[src/rtl/mab_pkg.sv]
package mab_pkg;
   localparam int KIND_W = 2;

   typedef enum logic [KIND_W-1:0] {
      KIND_POSTED  = 2'b00,
      KIND_DELAYED = 2'b01,
      KIND_SPCYCLE = 2'b10,
      KIND_SPARE   = 2'b11
   } abort_kind_e;

   localparam int SIDES    = 2;
   localparam int SIDE_PRI = 0;
   localparam int SIDE_SEC = 1;
endpackage

[src/rtl/mab_classify.sv]
module mab_classify
   import mab_pkg::*;
(
   input  logic              vld,
   input  logic [KIND_W-1:0] kind,
   output logic              pw_hit,
   output logic              sta_set,
   output logic              spc_hit
);
   abort_kind_e k;

   always_comb begin
      k       = abort_kind_e'(kind);
      pw_hit  = 1'b0;
      sta_set = 1'b0;
      spc_hit = 1'b0;
      if (vld) begin
         unique case (k)
            KIND_POSTED: begin
               pw_hit  = 1'b1;
               sta_set = 1'b1;
            end
            KIND_SPCYCLE: spc_hit = 1'b1;
            default:      sta_set = 1'b1;
         endcase
      end
   end
endmodule

[src/rtl/mab_sticky.sv]
module mab_sticky (
   input  logic clk,
   input  logic rst_n,
   input  logic set,
   input  logic clr,
   output logic q
);
   always_ff @(posedge clk or negedge rst_n) begin
      if (!rst_n)   q <= 1'b0;
      else if (set) q <= 1'b1;
      else if (clr) q <= 1'b0;
   end

   // a set bit holds unless cleared
   p_hold_r7: assert property (@(posedge clk) disable iff (!rst_n)
      q && !clr |=> q);
   // a clear without a set empties the bit
   p_clear_r7: assert property (@(posedge clk) disable iff (!rst_n)
      clr && !set |=> !q);
   // set beats a simultaneous clear
   p_set_wins_r8: assert property (@(posedge clk) disable iff (!rst_n)
      set && clr |=> q);
endmodule

[src/rtl/mab_serr_gen.sv]
module mab_serr_gen #(
   parameter int STAGES = 1
) (
   input  logic clk,
   input  logic rst_n,
   input  logic pw_any,
   input  logic abort_mode,
   input  logic err_en,
   input  logic pw_err_dis,
   output logic sys_err_n
);
   logic fire;
   assign fire = pw_any & abort_mode & err_en & ~pw_err_dis;

   if (STAGES < 1 || STAGES > 4) begin : g_bad_stages
      $error("mab_serr_gen: STAGES must be 1..4");
   end

   if (STAGES == 1) begin : g_direct
      logic err_q;
      always_ff @(posedge clk or negedge rst_n) begin
         if (!rst_n) err_q <= 1'b0;
         else        err_q <= fire;
      end
      assign sys_err_n = ~err_q;

      // low only after a qualifying posted-write abort
      p_gate_r4: assert property (@(posedge clk) disable iff (!rst_n)
         !sys_err_n |-> $past(pw_any && abort_mode && err_en && !pw_err_dis));
   end else begin : g_piped
      logic [STAGES-1:0] pipe_q;
      always_ff @(posedge clk or negedge rst_n) begin
         if (!rst_n) pipe_q <= '0;
         else        pipe_q <= {pipe_q[STAGES-2:0], fire};
      end
      assign sys_err_n = ~pipe_q[STAGES-1];
   end
endmodule

[src/rtl/bridge_mabort_ctl.sv]
module bridge_mabort_ctl
   import mab_pkg::*;
#(
   parameter int SERR_STAGES = 1
) (
   input  logic              clk,
   input  logic              rst_n,
   input  logic              pri_abort_vld,
   input  logic [KIND_W-1:0] pri_abort_kind,
   input  logic              sec_abort_vld,
   input  logic [KIND_W-1:0] sec_abort_kind,
   input  logic              cfg_abort_mode,
   input  logic              cfg_err_en,
   input  logic              cfg_pw_err_dis,
   input  logic              pri_sta_clr,
   input  logic              sec_sta_clr,
   output logic              pri_rcv_abort,
   output logic              sec_rcv_abort,
   output logic              pri_pw_flush,
   output logic              sec_pw_flush,
   output logic              spc_disc,
   output logic              sys_err_n
);
   logic              ev_vld  [SIDES];
   logic [KIND_W-1:0] ev_kind [SIDES];
   logic              ev_clr  [SIDES];
   logic [SIDES-1:0]  pw_hit, sta_set, spc_hit, sta_q, flush_q;
   logic              disc_q;

   assign ev_vld[SIDE_PRI]  = pri_abort_vld;
   assign ev_vld[SIDE_SEC]  = sec_abort_vld;
   assign ev_kind[SIDE_PRI] = pri_abort_kind;
   assign ev_kind[SIDE_SEC] = sec_abort_kind;
   assign ev_clr[SIDE_PRI]  = pri_sta_clr;
   assign ev_clr[SIDE_SEC]  = sec_sta_clr;

   for (genvar s = 0; s < SIDES; s++) begin : g_side
      mab_classify u_cls (
         .vld    (ev_vld[s]),
         .kind   (ev_kind[s]),
         .pw_hit (pw_hit[s]),
         .sta_set(sta_set[s]),
         .spc_hit(spc_hit[s])
      );

      mab_sticky u_sta (
         .clk  (clk),
         .rst_n(rst_n),
         .set  (sta_set[s]),
         .clr  (ev_clr[s]),
         .q    (sta_q[s])
      );

      always_ff @(posedge clk or negedge rst_n) begin
         if (!rst_n) flush_q[s] <= 1'b0;
         else        flush_q[s] <= pw_hit[s];
      end

      // posted-write abort leads to a flush on this side
      p_flush_r1: assert property (@(posedge clk) disable iff (!rst_n)
         ev_vld[s] && ev_kind[s] == KIND_POSTED |=> flush_q[s]);
      // special-cycle abort leaves a clear status bit clear
      p_spc_quiet_r5: assert property (@(posedge clk) disable iff (!rst_n)
         ev_vld[s] && ev_kind[s] == KIND_SPCYCLE && !sta_q[s] |=> !sta_q[s]);
   end

   always_ff @(posedge clk or negedge rst_n) begin
      if (!rst_n) disc_q <= 1'b0;
      else        disc_q <= |spc_hit;
   end

   mab_serr_gen #(.STAGES(SERR_STAGES)) u_serr (
      .clk       (clk),
      .rst_n     (rst_n),
      .pw_any    (|pw_hit),
      .abort_mode(cfg_abort_mode),
      .err_en    (cfg_err_en),
      .pw_err_dis(cfg_pw_err_dis),
      .sys_err_n (sys_err_n)
   );

   assign pri_rcv_abort = sta_q[SIDE_PRI];
   assign sec_rcv_abort = sta_q[SIDE_SEC];
   assign pri_pw_flush  = flush_q[SIDE_PRI];
   assign sec_pw_flush  = flush_q[SIDE_SEC];
   assign spc_disc      = disc_q;

   // disconnect pulse only follows a special-cycle abort
   p_disc_r6: assert property (@(posedge clk) disable iff (!rst_n)
      spc_disc |-> $past((pri_abort_vld && pri_abort_kind == KIND_SPCYCLE) ||
                         (sec_abort_vld && sec_abort_kind == KIND_SPCYCLE)));
   // a primary abort sets the primary bit regardless of the secondary side
   p_pri_set_r9: assert property (@(posedge clk) disable iff (!rst_n)
      pri_abort_vld && pri_abort_kind != KIND_SPCYCLE |=> pri_rcv_abort);
   // a secondary abort sets the secondary bit regardless of the primary side
   p_sec_set_r9: assert property (@(posedge clk) disable iff (!rst_n)
      sec_abort_vld && sec_abort_kind != KIND_SPCYCLE |=> sec_rcv_abort);
   // outputs at rest while reset is held
   always_comb begin
      if (!rst_n) begin
         a_reset_r10: assert (!pri_rcv_abort && !sec_rcv_abort && sys_err_n && !spc_disc);
      end
   end
endmodule

[config.mk]
export PLATFORM = sky130hd
export DESIGN_NAME = bridge_mabort_ctl
export DESIGN_NICKNAME = d
export VERILOG_FILES = /design/src/rtl/mab_pkg.sv /design/src/rtl/mab_classify.sv /design/src/rtl/mab_sticky.sv /design/src/rtl/mab_serr_gen.sv /design/src/rtl/bridge_mabort_ctl.sv
export SDC_FILE = /design/constraint.sdc
export NUM_CORES = 1
export LEC_CHECK = 0
export BUFFER_PORTS_ARGS = -buffer_cell sky130_fd_sc_hd__buf_2
export CAP_MARGIN = 40
export CORE_AREA = 5 5 42 44
export CTS_CLUSTER_SIZE = 40
export DETAILED_ROUTE_END_ITERATION = 16
export DIE_AREA = 0 0 47 49
export PLACE_DENSITY = 0.43
export SYNTH_ARGS = -nofsm -noshare
export SYNTH_HDL_FRONTEND = slang
export SYNTH_SLANG_ARGS = --single-unit
[constraint.sdc]
create_clock -name clk -period 0.8 [get_ports clk]
set_input_delay 0 -clock clk [delete_from_list [all_inputs] [get_ports clk]]
set_output_delay 0 -clock clk [all_outputs]
set_load 0.01 [all_outputs]
==> results.yml <==
run_status:
  status: "finished clean"
timing:
  final.setup.worst_slack_ns: 0.05388
  drv_slew: 0
  fmax_mhz: 1340
  tns_ns: 0
  hold_viol: 0
  finClkSkew_ns: 0
  rsz0062_at_grt: "false"
  holdWs_ns: 0.009125
  setup_viol: 0
  period_share: 0.9326
  tightest_slew_ns: 0.1782
  slew-limit-headroom: 0.8807
  finalCriticalPeriod_ns: 0.7461
synthesis:
  ys_top_cells_by_area: "dfrtp_1 61%, nor3b_2 10%, inv_1 7.6%"
  synth_area_um2: 247.7
  avgSynthCellArea_um2: 12.39
  ys_seq_area_frac: 0.6061
  synth-seq-cells: 6
  synth_top_area_share: 0.6061
  synth_warnings: 0
  syn_nets: 33
  synth_area_leader_cell: "dfrtp_1"
  postSynthCellCount: 20
  yosysUniqueCellTypes: 8
power_and_ir_drop:
  p_leak_nw: 0.2347
  p_per_area_mw_per_mm2: 1685
  ir_drop_mv: 0.5166
cells_and_area:
  area_growth_pct: 69.70
  layout_commonest_cell: "buf_2"
  drive_gt1_frac: 0.5111
  register_area_um2: 150.1
  utilization: 0.3000
  nFillCells: 161
  multi_input_area_um2: 78.83
  diodes: 0
  nets: 60
  final_cell_mix: "18 x buf_2, 6 x dfrtp_1, 5 x inv_1"
floorplanning:
  ios: 19
  die_w_um: 47
  die_area_mm2: 0.002303
  rows: 14
  initial_utilization: 0.1768
  die_h_um: 49
  core_region_area_mm2: 0.001401
setup_path:
  critPathLaunchType: "flip-flop"
  crit_path_end_kind: "primary output"
  cp_cell_sequence: "buf_2"
  cp.required_ns: 0.80
  rrSetupSlack_ns: 0.08
  slowest_delay_ns: 0.37
  crit_arrival_ns: 0.75
  crit_slowest_cell: "dfrtp_1"
  cp_max_fo: 2
  timing_worst_setup_path_type: "flip-flop to primary output"
  crit_buf_inv: 1
  crit_family: "flip-flops"
clocking:
  root_buffer: "clkbuf_4"
  clock_latency_ns: 0.24
  postCtsSetupBuffers: 0
  cts_buffers: 3
  cts_tree: "built"
  hold_buffers: 4
  clkSinkCount: 6
  cts_resized: 0
  path_clk_slew_ns: 0.04
  h-tree-depth: 1
  cts_buffer_depth: 2
global_route:
  grt_pass1_wl_um: 1007
  grt_remaining_overflow: 0
  first_global_vias: 232
  top_usage_layer: "met1"
  grt_max_degree: 7
  grt_usage: 0.06378
  met1_usage: 0.08296
  antenna_found_initial: 0
  use_met3: 0.02952
  grtUsageMet2: 0.07466
job:
  cap_violations: 0
drt:
  drc: 0
  wl_per_cell_um: 9.689
  postRouteWirelength_um: 591
  firstDrtPassIters: 4
  vias: 231
  viasPerCell: 3.787
  drt_iter0_drc: 2
  ant_nets: 0
hold_path:
  hp-class: "primary input to flip-flop"
placement:
  io_buffers: 18
  place.gp.congestion: 0.6266
  place_ws_ns: 0.08374
  dp_hpwl_um: 484.1
worst paths after layout:
| kind | depth (start not counted) | to | startpoint |
|---|---|---|---|
| setup / recovery | 1 | pri_rcv_abort | g_side[0].u_sta.q |
| hold / removal | 2 | g_side[1].u_sta.q | sec_abort_vld |
| setup reg to reg | 1 | g_side[0].u_sta.q | g_side[0].u_sta.q |
| hold reg to reg | 1 | g_side[1].u_sta.q | g_side[1].u_sta.q |
| max in group asynchronous | 2 | u_serr.g_direct.err_q | rst_n |
| min in group asynchronous | 2 | spc_disc | rst_n |
kinds of logic after synthesis:
group / Yosys count / share of synthesized area
buf+inv: 5 / 0.07577
compound gates: 4 / 0.1364
simple gates: 5 / 0.1818
flops: 6 / 0.6060
cell usage after synthesis, drive strengths merged:
| cell type | number |
|---|---|
| nand3b | 1 |
| nand2b | 2 |
| dfrtp | 6 |
| o21ai | 1 |
| inv | 5 |
| a22o | 2 |
| nor3b | 2 |
| o2111a | 1 |
power breakdown:
part	switching, mW	internal, mW	total, mW
Clock	0.102	0.169	0.271
Combinational	0.0478	0.0616	0.109
Sequential	0.00619	0.322	0.328
Total	0.156	0.553	0.708
flip-flops by register name, summed over array words and instances, names as in the netlist:
signal                 count
u_serr.g_direct.err_q      1
spc_disc                   1
pri_pw_flush               1
sec_pw_flush               1
g_side.u_sta.q             2
metal layers:
metal,vias up,wire length (µm)
met3,0,117
met2,16,216
met1,99,256
li1,116,-
met5,-,0
met4,0,0
through the flow:
step                      instance area [µm²]  power (mW)  std cells
after floorplan                         247.7      0.3685         20
after global placement                  357.8      0.4304         54
after detailed placement                357.8      0.4313         54
after CTS                               420.4      0.7290         61
after global routing                    420.4      0.7610         61
final                                   420.4      0.7083         61
cell type report:
class / instances / area share
sequential: 6 / 0.3571
timing repair buffer: 22 / 0.3095
multi-input combinational: 9 / 0.1875
clock buffer: 3 / 0.05357
tap: 16 / 0.04762
inverter: 5 / 0.04464
(Power assumes the default switching activity.)
